--- src/rtl/dctrim_pkg.sv ---
package dctrim_pkg;

   localparam int DEF_SAMPLE_W = 24;
   localparam int DEF_FRAC_W   = 12;
   localparam int DEF_SHIFT    = 10;

   typedef struct packed {
      logic en;
      logic frz;
   } lane_ctl_t;

endpackage

--- src/rtl/dctrim_est.sv ---
module dctrim_est #(
   parameter int W = 24,
   parameter int F = 12,
   parameter int K = 10
) (
   input  logic                clk,
   input  logic                rst,
   input  logic                upd,
   input  logic signed [W-1:0] x,
   output logic signed [W-1:0] est_int
);

   localparam int EW = W + F;

   logic signed [EW-1:0] acc;
   logic signed [EW-1:0] x_ext;
   logic signed [EW:0]   diff;
   logic signed [EW:0]   diff_sh;
   logic signed [EW-1:0] step;

   always_comb begin
      x_ext   = $signed({x, {F{1'b0}}});
      diff    = $signed({x_ext[EW-1], x_ext}) - $signed({acc[EW-1], acc});
      diff_sh = diff >>> K;
      step    = diff_sh[EW-1:0];
   end

   always_ff @(posedge clk) begin
      if (rst) begin
         acc <= '0;
      end else if (upd) begin
         acc <= acc + step;
      end
   end

   assign est_int = acc[EW-1:F];

endmodule

--- src/rtl/dctrim_clip.sv ---
module dctrim_clip #(
   parameter int W   = 24,
   parameter bit SAT = 1'b1
) (
   input  logic signed [W-1:0] x,
   input  logic signed [W-1:0] e,
   output logic signed [W-1:0] y
);

   logic signed [W:0] d;

   assign d = $signed({x[W-1], x}) - $signed({e[W-1], e});

   generate
      if (SAT) begin : g_clamp
         always_comb begin
            if (d[W] != d[W-1]) begin
               y = d[W] ? {1'b1, {(W-1){1'b0}}} : {1'b0, {(W-1){1'b1}}};
            end else begin
               y = d[W-1:0];
            end
         end
      end else begin : g_wrap
         logic unused_top;
         assign unused_top = d[W];
         assign y = d[W-1:0];
      end
   endgenerate

endmodule

--- src/rtl/dctrim_lane.sv ---
module dctrim_lane
   import dctrim_pkg::*;
#(
   parameter int W   = 24,
   parameter int F   = 12,
   parameter int K   = 10,
   parameter bit SAT = 1'b1
) (
   input  logic                clk,
   input  logic                rst,
   input  logic                vld,
   input  logic signed [W-1:0] x,
   input  lane_ctl_t           ctl,
   output logic signed [W-1:0] y
);

   logic                upd;
   logic signed [W-1:0] est_int;
   logic signed [W-1:0] trimmed;

   assign upd = vld & ctl.en & ~ctl.frz;

   dctrim_est #(.W(W), .F(F), .K(K)) i_est (
      .clk     (clk),
      .rst     (rst),
      .upd     (upd),
      .x       (x),
      .est_int (est_int)
   );

   dctrim_clip #(.W(W), .SAT(SAT)) i_clip (
      .x (x),
      .e (est_int),
      .y (trimmed)
   );

   always_ff @(posedge clk) begin
      if (rst) begin
         y <= '0;
      end else if (vld) begin
         y <= ctl.en ? trimmed : x;
      end
   end


   est_idle_chk: assert property (@(posedge clk) disable iff (rst)
      !vld |=> $stable(est_int));


   frz_hold_chk: assert property (@(posedge clk) disable iff (rst)
      ctl.frz |=> $stable(est_int));


   dis_hold_chk: assert property (@(posedge clk) disable iff (rst)
      !ctl.en |=> $stable(est_int));


   bypass_chk: assert property (@(posedge clk) disable iff (rst)
      (vld && !ctl.en) |=> (y == $past(x)));


   no_overflow_chk: assert property (@(posedge clk) disable iff (rst)
      (vld && ctl.en && !x[W-1] && est_int[W-1]) |=> !y[W-1]);

endmodule

--- src/rtl/dc_trim_stereo.sv ---
module dc_trim_stereo
   import dctrim_pkg::*;
#(
   parameter int SAMPLE_W = DEF_SAMPLE_W,
   parameter int FRAC_W   = DEF_FRAC_W,
   parameter int SHIFT    = DEF_SHIFT,
   parameter bit SATURATE = 1'b1
) (
   input  logic                       clk,
   input  logic                       rst,
   input  logic                       in_valid,
   input  logic signed [SAMPLE_W-1:0] in_a,
   input  logic signed [SAMPLE_W-1:0] in_b,
   input  logic                       en_a,
   input  logic                       frz_a,
   input  logic                       en_b,
   input  logic                       frz_b,
   output logic                       out_valid,
   output logic signed [SAMPLE_W-1:0] out_a,
   output logic signed [SAMPLE_W-1:0] out_b
);

   localparam int NCH = 2;

   generate
      if (SAMPLE_W < 2) begin : g_bad_w
         $error("SAMPLE_W must be at least 2");
      end
      if (SHIFT < 1 || SHIFT >= SAMPLE_W + FRAC_W) begin : g_bad_k
         $error("SHIFT out of range for accumulator width");
      end
      if (FRAC_W < 0) begin : g_bad_f
         $error("FRAC_W must be non-negative");
      end
   endgenerate

   logic signed [SAMPLE_W-1:0] lane_in  [NCH];
   logic signed [SAMPLE_W-1:0] lane_out [NCH];
   lane_ctl_t                  lane_ctl [NCH];

   assign lane_in[0]  = in_a;
   assign lane_in[1]  = in_b;
   assign lane_ctl[0] = '{en: en_a, frz: frz_a};
   assign lane_ctl[1] = '{en: en_b, frz: frz_b};

   generate
      for (genvar c = 0; c < NCH; c++) begin : g_lane
         dctrim_lane #(
            .W   (SAMPLE_W),
            .F   (FRAC_W),
            .K   (SHIFT),
            .SAT (SATURATE)
         ) i_lane (
            .clk (clk),
            .rst (rst),
            .vld (in_valid),
            .x   (lane_in[c]),
            .ctl (lane_ctl[c]),
            .y   (lane_out[c])
         );
      end
   endgenerate

   assign out_a = lane_out[0];
   assign out_b = lane_out[1];

   always_ff @(posedge clk) begin
      if (rst) begin
         out_valid <= 1'b0;
      end else begin
         out_valid <= in_valid;
      end
   end


   vld_lat_chk: assert property (@(posedge clk) disable iff (rst)
      in_valid |=> out_valid);


   vld_drop_chk: assert property (@(posedge clk) disable iff (rst)
      !in_valid |=> !out_valid);

endmodule

--- config.mk ---
export PLATFORM = sky130hd
export DESIGN_NAME = dc_trim_stereo
export DESIGN_NICKNAME = d
export VERILOG_FILES = /design/src/rtl/dctrim_pkg.sv /design/src/rtl/dctrim_est.sv /design/src/rtl/dctrim_clip.sv /design/src/rtl/dctrim_lane.sv /design/src/rtl/dc_trim_stereo.sv
export SDC_FILE = /design/constraint.sdc
export NUM_CORES = 1
export LEC_CHECK = 0
export ABC_AREA = 0
export BUFFER_PORTS_ARGS = -buffer_cell sky130_fd_sc_hd__buf_2
export CAP_MARGIN = 20
export CORE_MARGIN = 2
export CORE_UTILIZATION = 65
export DETAILED_ROUTE_END_ITERATION = 10
export PLACE_DENSITY_LB_ADDON = 0.25
export SYNTH_ARGS = -nofsm -noshare
export SYNTH_HDL_FRONTEND = slang
export SYNTH_SLANG_ARGS = --single-unit
--- constraint.sdc ---
create_clock -name clk -period 9.15 [get_ports clk]
set_input_delay 1.83 -clock clk [delete_from_list [all_inputs] [get_ports clk]]
set_output_delay 1.83 -clock clk [all_outputs]
set_load 0.005 [all_outputs]
==> reports/metrics.csv, run 1 <==
stage;metric;value;unit
outcome;status;finished, final reports clean;
clock_tree;Clock Sinks;121;
place;HPWL after DPL;30900;um
worst_setup_path;Critical Path End Type;register;
routing;Top Layer Used;met4;
worst_setup_path;startpoint types;input pin;
routing;antenna-violating nets left;0;
logic_synthesis;sequential element share of the synthesized area;19.6;%
worst_setup_path;Arr. time, crit path;6.59;ns
timing;final worst slack;2.89;ns
logic_synthesis;Mapped Cells;1713;
global_route;first-pass GRT wire length;62300;um
clock_tree;TritonCTS clock tree;done;
global_route;Congestion Overflow GR;0;
timing;fin crit share;68.4;%
clock_tree;hold-fix buffer count after cts;0;
floorplanning;core area;18700;um2
worst_hold_path;Hold Path End;g_lane[0].i_lane.y[5]$_SDFFE_PP0P_;
routing;vias per cell;6.53;
logic_synthesis;EDFF count, synth;0;
flow_run;number of max-cap violations;0;
worst_setup_path;worst setup path category;input pin to register;
global_route;GR Util All Layers;39.3;%
clock_tree;post-CTS setup buffer count;0;
logic_synthesis;Syn Area/Cell;7.21;um2
worst_setup_path;FF-to-FF Start;g_lane[0].i_lane.i_est.acc[13]$_SDFFE_PP0P_;
logic_synthesis;FFs w/ async S/R, synth;0;%
global_route;vias in the first global route;12200;
floorplanning;DIE AREA;20100;um2
cells_and_area;layout cell share with drive strength beyond 1;9.74;%
logic_synthesis;Netlist cell types;83;
routing;met2 wire length;19500;um
power;static leakage;5.69;nW
floorplanning;row cnt;50;
timing;crit path time final;6.26;ns
power;PwrDens;180;nW/um2
place;# port buffers;103;
timing;RSZ-0062 raised after global routing;false;
clock_tree;CTS clk-pin slew, worst paths;0.06;ns
worst_hold_path;Hold WC Path Type;register to register;
timing;slew of the pin with the lowest slew margin;1.00;ns
floorplanning;die width;142;um
worst_setup_path;critical path, cell by cell;buf_2 -> inv_1 -> ha_1 -> nor4bb_1 -> nand4_1 -> nand3_1 -> a21oi_1 -> o21bai_1 -> a31oi_1 -> o21ai_1 -> a21oi_1 -> xnor2_1 -> ha_1 -> nand4_1 -> or3_1 -> nor3_1 -> nor4b_2 -> o311ai_1 -> o21bai_1 -> xnor2_1 -> a22o_1;
routing;met3 WL post-DR;2350;um
place;pre-CTS setup slack;2.53;ns
routing;Detailed Route Iter0 Violations;1128;
clock_tree;maximum buffer depth of the clock tree;2;
worst_setup_path;Worst Reg-to-Reg Cells;20;
cells_and_area;area delta synth->final;9.04;%
cells_and_area;Storage cell area;2420;um2
worst_hold_path;WHS Path Cells;2;
global_route;antenna violations before repair;1;
clock_tree;H-tree depth;4;
clock_tree;clk_lat worst skew;0.43;ns
cells_and_area;FILL cells;1573;
routing;DRT Pass-1 Iters;8;
timing;f_max;160;MHz
routing;met1 wire length;15500;um
routing;WL/cell;20.1;um
clock_tree;root buf cell;clkbuf_16;
timing;endpoints failing setup;0;
cells_and_area;Nets;1938;
floorplanning;num ports;104;
routing;Routed WL;40200;um
logic_synthesis;Top FF cell, synth;dfxtp_1;
timing;Post-Route Skew;0.0131;ns
logic_synthesis;Syn Nets;1898;
routing;total number of vias;13100;
worst_setup_path;CP max stage cell;o311ai_1;
floorplanning;die span in y;142;um
clock_tree;Num CTS Buffers;17;
timing;Slew Limit Headroom;33.3;%
logic_synthesis;area of the mapped netlist;12400;um2
worst_setup_path;FF-to-FF End;g_lane[0].i_lane.i_est.acc[32]$_SDFFE_PP0P_;
place;final weighted congestion in routability-driven placement;1.02;
worst_setup_path;slowest cell delay on critical path;0.41;ns
logic_synthesis;Yosys reg bits;121;
cells_and_area;area of the multi-input gates;9220;um2
floorplanning;Initial Util;66.0;%
routing;DRC Markers;0;
worst_setup_path;setup slack, reg-to-reg;4.04;ns
power;maximum vdd ir drop;144;uV
worst_setup_path;crit-path max FO;6;
worst_setup_path;required time worst endpoint;9.47;ns
timing;Setup TNS;0;ns
global_route;largest net degree at the start of global routing;64;
logic_synthesis;yosys warns;0;
timing;final hold vios;0;
worst_hold_path;Worst Hold Launch;g_lane[0].i_lane.y[5]$_SDFFE_PP0P_;
clock_tree;CTS resizes;0;
worst_setup_path;CP startpoint;in_a[0];
timing;Final Max Slew Viols;0;
-- flip-flops by register name (all words and copies together) (netlist names) --
register and flops:
g_lane.i_lane.y 48, g_lane.i_lane.i_est.acc 72, out_valid 1
-- worst max-delay path: cells and delay by family --
family | cells | cell delay, ns
adder cells (fa/ha/maj) | 2 | 0.74
buffers and inverters | 2 | 0.16
AND/OR/NAND/NOR | 7 | 1.71
XOR/XNOR | 2 | 0.28
AO/OA/AOI/OAI | 8 | 1.88
-- power by group --
group	switching, W	internal (W)	leakage, nW
sequential	0.0000394	0.000572	0.990
combinational	0.000683	0.000422	4.42
clock	0.000299	0.000407	0.288
total	0.00102	0.00140	5.69
-- cell usage in the layout (no fill, tap or decap), types with 14 or more instances in the layout --
cell and instances:
a21oi_1 225, nand4_1 31, dfxtp_1 121, nand2_1 227, o31ai_1 14, nor2b_1 19
nand3_1 36, nor2_1 69, ha_1 126, inv_1 93, a21o_1 46, nor3_1 29
clkbuf_16 17, buf_2 102, o21ai_1 68, xor2_1 53, o21ai_0 83, o21bai_1 28
o21a_1 19, xnor2_1 88, a31oi_1 30, or3_1 14
-- worst max path at each step --
stage	end	cells after the start
4_1_cts	g_lane[0].i_lane.i_est.acc[32]$_SDFFE_PP0P_	21
6_report	g_lane[0].i_lane.i_est.acc[32]$_SDFFE_PP0P_	21
5_1_grt	g_lane[0].i_lane.i_est.acc[32]$_SDFFE_PP0P_	21
3_5_place_dp	g_lane[0].i_lane.i_est.acc[32]$_SDFFE_PP0P_	21
3_3_place_gp	g_lane[0].i_lane.i_est.acc[35]$_SDFFE_PP0P_	18
2_1_floorplan	g_lane[1].i_lane.i_est.acc[35]$_SDFFE_PP0P_	16
-- synth_stat cells, types with 10 or more instances --
cell type | n | area [um2]
buf_2 | 17 | 85.1
clkbuf_1 | 68 | 255
or4_1 | 10 | 75.1
o21a_1 | 19 | 143
a211oi_1 | 12 | 90.1
nand4_1 | 31 | 194
xor2_1 | 53 | 464
and2_1 | 10 | 62.6
nor2b_1 | 20 | 125
dfxtp_1 | 121 | 2420
a31oi_1 | 30 | 188
nor3_1 | 29 | 145
o31ai_1 | 14 | 105
nand2_1 | 227 | 852
o22ai_1 | 10 | 62.6
o21bai_1 | 28 | 210
xnor2_1 | 89 | 780
and3_1 | 12 | 75.1
nor2_1 | 72 | 270
ha_1 | 126 | 1580
inv_1 | 93 | 349
nor4_1 | 10 | 62.6
o21ai_0 | 83 | 415
or3_1 | 14 | 87.6
o21ai_1 | 68 | 340
a21oi_1 | 225 | 1130
nand3_1 | 36 | 180
a21o_1 | 46 | 345
-- layout make-up --
cell class / count / area share (%)
inverters: 94 / 2.62
repair buffers: 113 / 4.40
flip-flops and latches: 121 / 18.0
diodes: 1 / 0.0186
clock inverters: 15 / 1.21
well taps: 234 / 2.17
multi-input cells: 1406 / 68.4
clock buffers: 17 / 3.16
-- layer usage --
layer | vias up | GRT usage, %
met3 | 152 | 4.96
met4 | 0 | 25.8
met1 | 6069 | 45.1
met2 | 553 | 68.7
li1 | 6283 | -
met5 | - | 0
-- metrics by stage --
step           cell area, um2  utilization (%)  power (W)  hold slack (ns)  instances
2_1_floorplan           12400                -    0.00142            0.443       1713
3_3_place_gp            12900             68.8    0.00168            0.433       1967
3_5_place_dp            12900             68.8    0.00169            0.437       1968
4_1_cts                 13500             72.0    0.00240            0.446       2000
5_1_grt                 13500             72.0    0.00255            0.459       2001
6_report                13500             72.0    0.00242            0.442       2001
-- cells by family after synthesis --
logic type / after synthesis / synth area share [%]
AOI/OAI and AO/OA: 614 / 30.3
xor gates and xnor gates: 143 / 10.2
adders and majority gates: 130 / 13.4
buffers and inverters: 186 / 5.92
DFF: 121 / 19.6
muxes: 7 / 0.699
and+or+nand+nor: 512 / 19.8
Note: power is estimated with default switching activity, not from simulation.
==> run 2: changes to the inputs <==
Settings changed: CORE_UTILIZATION 65 to 56.
Clock period 9.15 ns to 5.05 ns, I/O delays scaled along.
==> reports/metrics.csv, run 2 (same netlist as run 1, synthesis figures left out) <==
stage;metric;value;unit;change
outcome;status;finished, final reports clean;;
routing;DRC Markers;0;;unchanged
worst_setup_path;Critical Path End Type;register;;
floorplanning;core area;21800;um2;+16%
cells_and_area;Final Instance Count excl. Fillers;2279;;+14%
floorplanning;num ports;104;;unchanged
worst_setup_path;worst setup path category;input pin to register;;
clock_tree;hold-fix buffer count after cts;0;;unchanged
power;PwrDens;315;nW/um2;+75%
worst_setup_path;slowest cell delay on critical path;0.52;ns;+0.11 ns
worst_setup_path;Arr. time, crit path;5.28;ns;-1.31 ns
cells_and_area;Top Registers;g_lane.i_lane.i_est.acc: 72 flops, g_lane.i_lane.y: 48 flops, out_valid: 1 flops;;
floorplanning;row cnt;54;;+8.0%
timing;Post-Route Skew;0.0126;ns;-0.000526 ns
clock_tree;Clock Sinks;121;;unchanged
worst_setup_path;critical path, cell by cell;buf_2 -> ha_1 -> buf_4 -> a21oi_1 -> o21a_1 -> o21bai_1 -> a21o_1 -> a221oi_1 -> o21ai_0 -> xor2_1 -> ha_1 -> nand2_1 -> buf_4 -> o21ai_0 -> a21oi_1 -> o22ai_2 -> a221oi_1 -> o22ai_1 -> mux4_2 -> o2111ai_1;;
power;P_sw;0.00199;W;+94%
place;HPWL after DPL;34900;um;+13%
global_route;GR Util All Layers;37.4;%;-1.8 points
routing;Routed WL;45000;um;+12%
timing;final hold vios;0;;unchanged
global_route;vias in the first global route;13700;;+12%
cells_and_area;max FFs per register;72;;unchanged
worst_setup_path;CP max stage cell;mux4_2;;
timing;Final Max Slew Viols;0;;unchanged
timing;fin crit share;97.4;%;
place;# placed instances;2243;;+14%
global_route;antenna violations before repair;0;;-1
worst_setup_path;FF-to-FF End;g_lane[1].i_lane.i_est.acc[35]$_SDFFE_PP0P_;;
cells_and_area;most frequent cells in the layout;buf_4, nand2_1, a21oi_1;;
clock_tree;clk_lat worst skew;0.44;ns;about the same
cells_and_area;Top reg by flops;g_lane.i_lane.i_est.acc;;
power;Comb pwr share;50.6;%;+5.0 points
worst_setup_path;crit-path leading delay family;compound AO/OA/AOI/OAI gates;;
cells_and_area;final instance area;15400;um2;+15%
cells_and_area;layout cell share with drive strength beyond 1;21.2;%;+11 points
routing;antenna-violating nets left;0;;unchanged
timing;RSZ-0062 raised after global routing;true;;
clock_tree;TritonCTS clock tree;done;;
worst_hold_path;Hold WC Path Type;register to register;;
floorplanning;die span in y;153;um;+7.5%
cells_and_area;FILL cells;1845;;+17%
timing;slew of the pin with the lowest slew margin;0.865;ns;-0.135 ns
clock_tree;H-tree depth;4;;unchanged
power;maximum vdd ir drop;207;uV;+44%
cells_and_area;diodes inserted;0;;-1
routing;vias per cell;6.22;;-4.6%
worst_setup_path;startpoint types;input pin;;
place;# port buffers;103;;unchanged
clock_tree;root buf cell;clkbuf_16;;
timing;Slew Limit Headroom;42.3;%;+9.0 points
timing;f_max;203;MHz;
worst_setup_path;Worst Reg-to-Reg Cells;18;;-10%
clock_tree;CTS clk-pin slew, worst paths;0.07;ns;about the same
flow_run;number of max-cap violations;0;;unchanged
cells_and_area;Nets;2171;;+12%
cells_and_area;commonest non-fill, non-tap cell in the layout;buf_4;;
timing;endpoints failing setup;0;;unchanged
routing;Detailed Route Iter0 Violations;1289;;+14%
power;Total Power;0.00487;W;+100%
power;static leakage;6.89;nW;+21%
place;final weighted congestion in routability-driven placement;1.08;;+6.2%
power;Flop pwr share;22.7;%;-2.5 points
power;Int Pwr;0.00288;W;+110%
worst_setup_path;crit-path max FO;10;;+4
global_route;first-pass GRT wire length;70400;um;+13%
timing;Setup TNS;0;ns;unchanged
floorplanning;Initial Util;56.8;%;-9.3 points
global_route;Congestion Overflow GR;0;;unchanged
routing;WL/cell;19.7;um;-1.8%
worst_hold_path;WHS Path Cells;2;;unchanged
floorplanning;die width;153;um;+7.5%
worst_setup_path;required time worst endpoint;5.41;ns;-4.06 ns
worst_setup_path;FF-to-FF Start;g_lane[1].i_lane.i_est.acc[4]$_SDFFE_PP0P_;;
power;Clock power frac;26.7;%;-2.5 points
power;Switching Share;40.8;%;-1.4 points
timing;crit path time final;4.92;ns;
clock_tree;Num CTS Buffers;17;;unchanged
global_route;largest net degree at the start of global routing;56;;-13%
worst_setup_path;setup slack, reg-to-reg;0.35;ns;-3.69 ns
place;placed inst area;14700;um2;+14%
routing;DRT Pass-1 Iters;6;;-2
routing;total number of vias;14200;;+8.6%
worst_setup_path;CP bufs+invs;3;;+1
cells_and_area;area delta synth->final;25.0;%;
worst_hold_path;Worst Hold Launch;g_lane[1].i_lane.y[16]$_SDFFE_PP0P_;;
worst_hold_path;Hold Path End;g_lane[1].i_lane.y[16]$_SDFFE_PP0P_;;
floorplanning;DIE AREA;23300;um2;+16%
clock_tree;maximum buffer depth of the clock tree;2;;unchanged
## run 2: how the worst max path moves through the flow
stage,end,from,depth (start not counted),slack (ns)
after floorplan,g_lane[1].i_lane.i_est.acc[35]$_SDFFE_PP0P_,in_b[5],17,0.006
after global placement,g_lane[0].i_lane.i_est.acc[34]$_SDFFE_PP0P_,in_a[0],20,-0.30
after detailed placement,g_lane[0].i_lane.i_est.acc[34]$_SDFFE_PP0P_,in_a[0],20,-0.35
after CTS,g_lane[0].i_lane.i_est.acc[34]$_SDFFE_PP0P_,in_a[0],19,0.07
after global routing,g_lane[1].i_lane.i_est.acc[18]$_SDFFE_PP0P_,in_b[0],21,-0.04
final,g_lane[1].i_lane.i_est.acc[35]$_SDFFE_PP0P_,in_b[8],20,0.13
## run 2: power groups by stage
stage	Clock, W	Combinational, W	Sequential [W]
finish	0.00130	0.00246	0.00111
floorplan	0	0.00146	0.00111
global placement	0	0.00232	0.00112
CTS	0.00130	0.00238	0.00110
global route	0.00134	0.00267	0.00112
detailed placement	0	0.00235	0.00112
## run 2: tightest hold or removal path, stage by stage (launching register included)
cell,delay [ns]
dfxtp_1,0.30
nand2_1,0.04
o21ai_1,0.05
## run 2: area by class of cell
type / count / area (um2) / area share, %
Tap cell: 280 / 350 / 2.27
Clock buffer: 19 / 443 / 2.87
Timing Repair Buffer: 346 / 2350 / 15.3
Sequential cell: 121 / 2420 / 15.7
Inverter: 94 / 353 / 2.29
Clock inverter: 13 / 155 / 1.01
Multi-Input combinational cell: 1406 / 9360 / 60.6
## run 2: metal layers
layer	track usage, %	share of wire (%)	vias up
li1	-	-	6740
met1	43.0	39	6679
met2	65.7	49	581
met3	4.69	5.1	185
met4	24.2	7.0	0
met5	0	0	-
## run 2: stage by stage
stage	worst slack, ns	hold WS [ns]	utilization, %
detailed placement	-0.352	0.437	67.4
floorplan	0.00564	0.443	-
global route	-0.0398	0.471	71.0
CTS	0.0669	0.445	70.1
finish	0.132	0.442	71.0
global placement	-0.296	0.433	67.4
## run 2: repair_timing
item	CTS	global route
resized for setup	0	24
setup endpoints to repair	0	15
buffers inserted	0	3
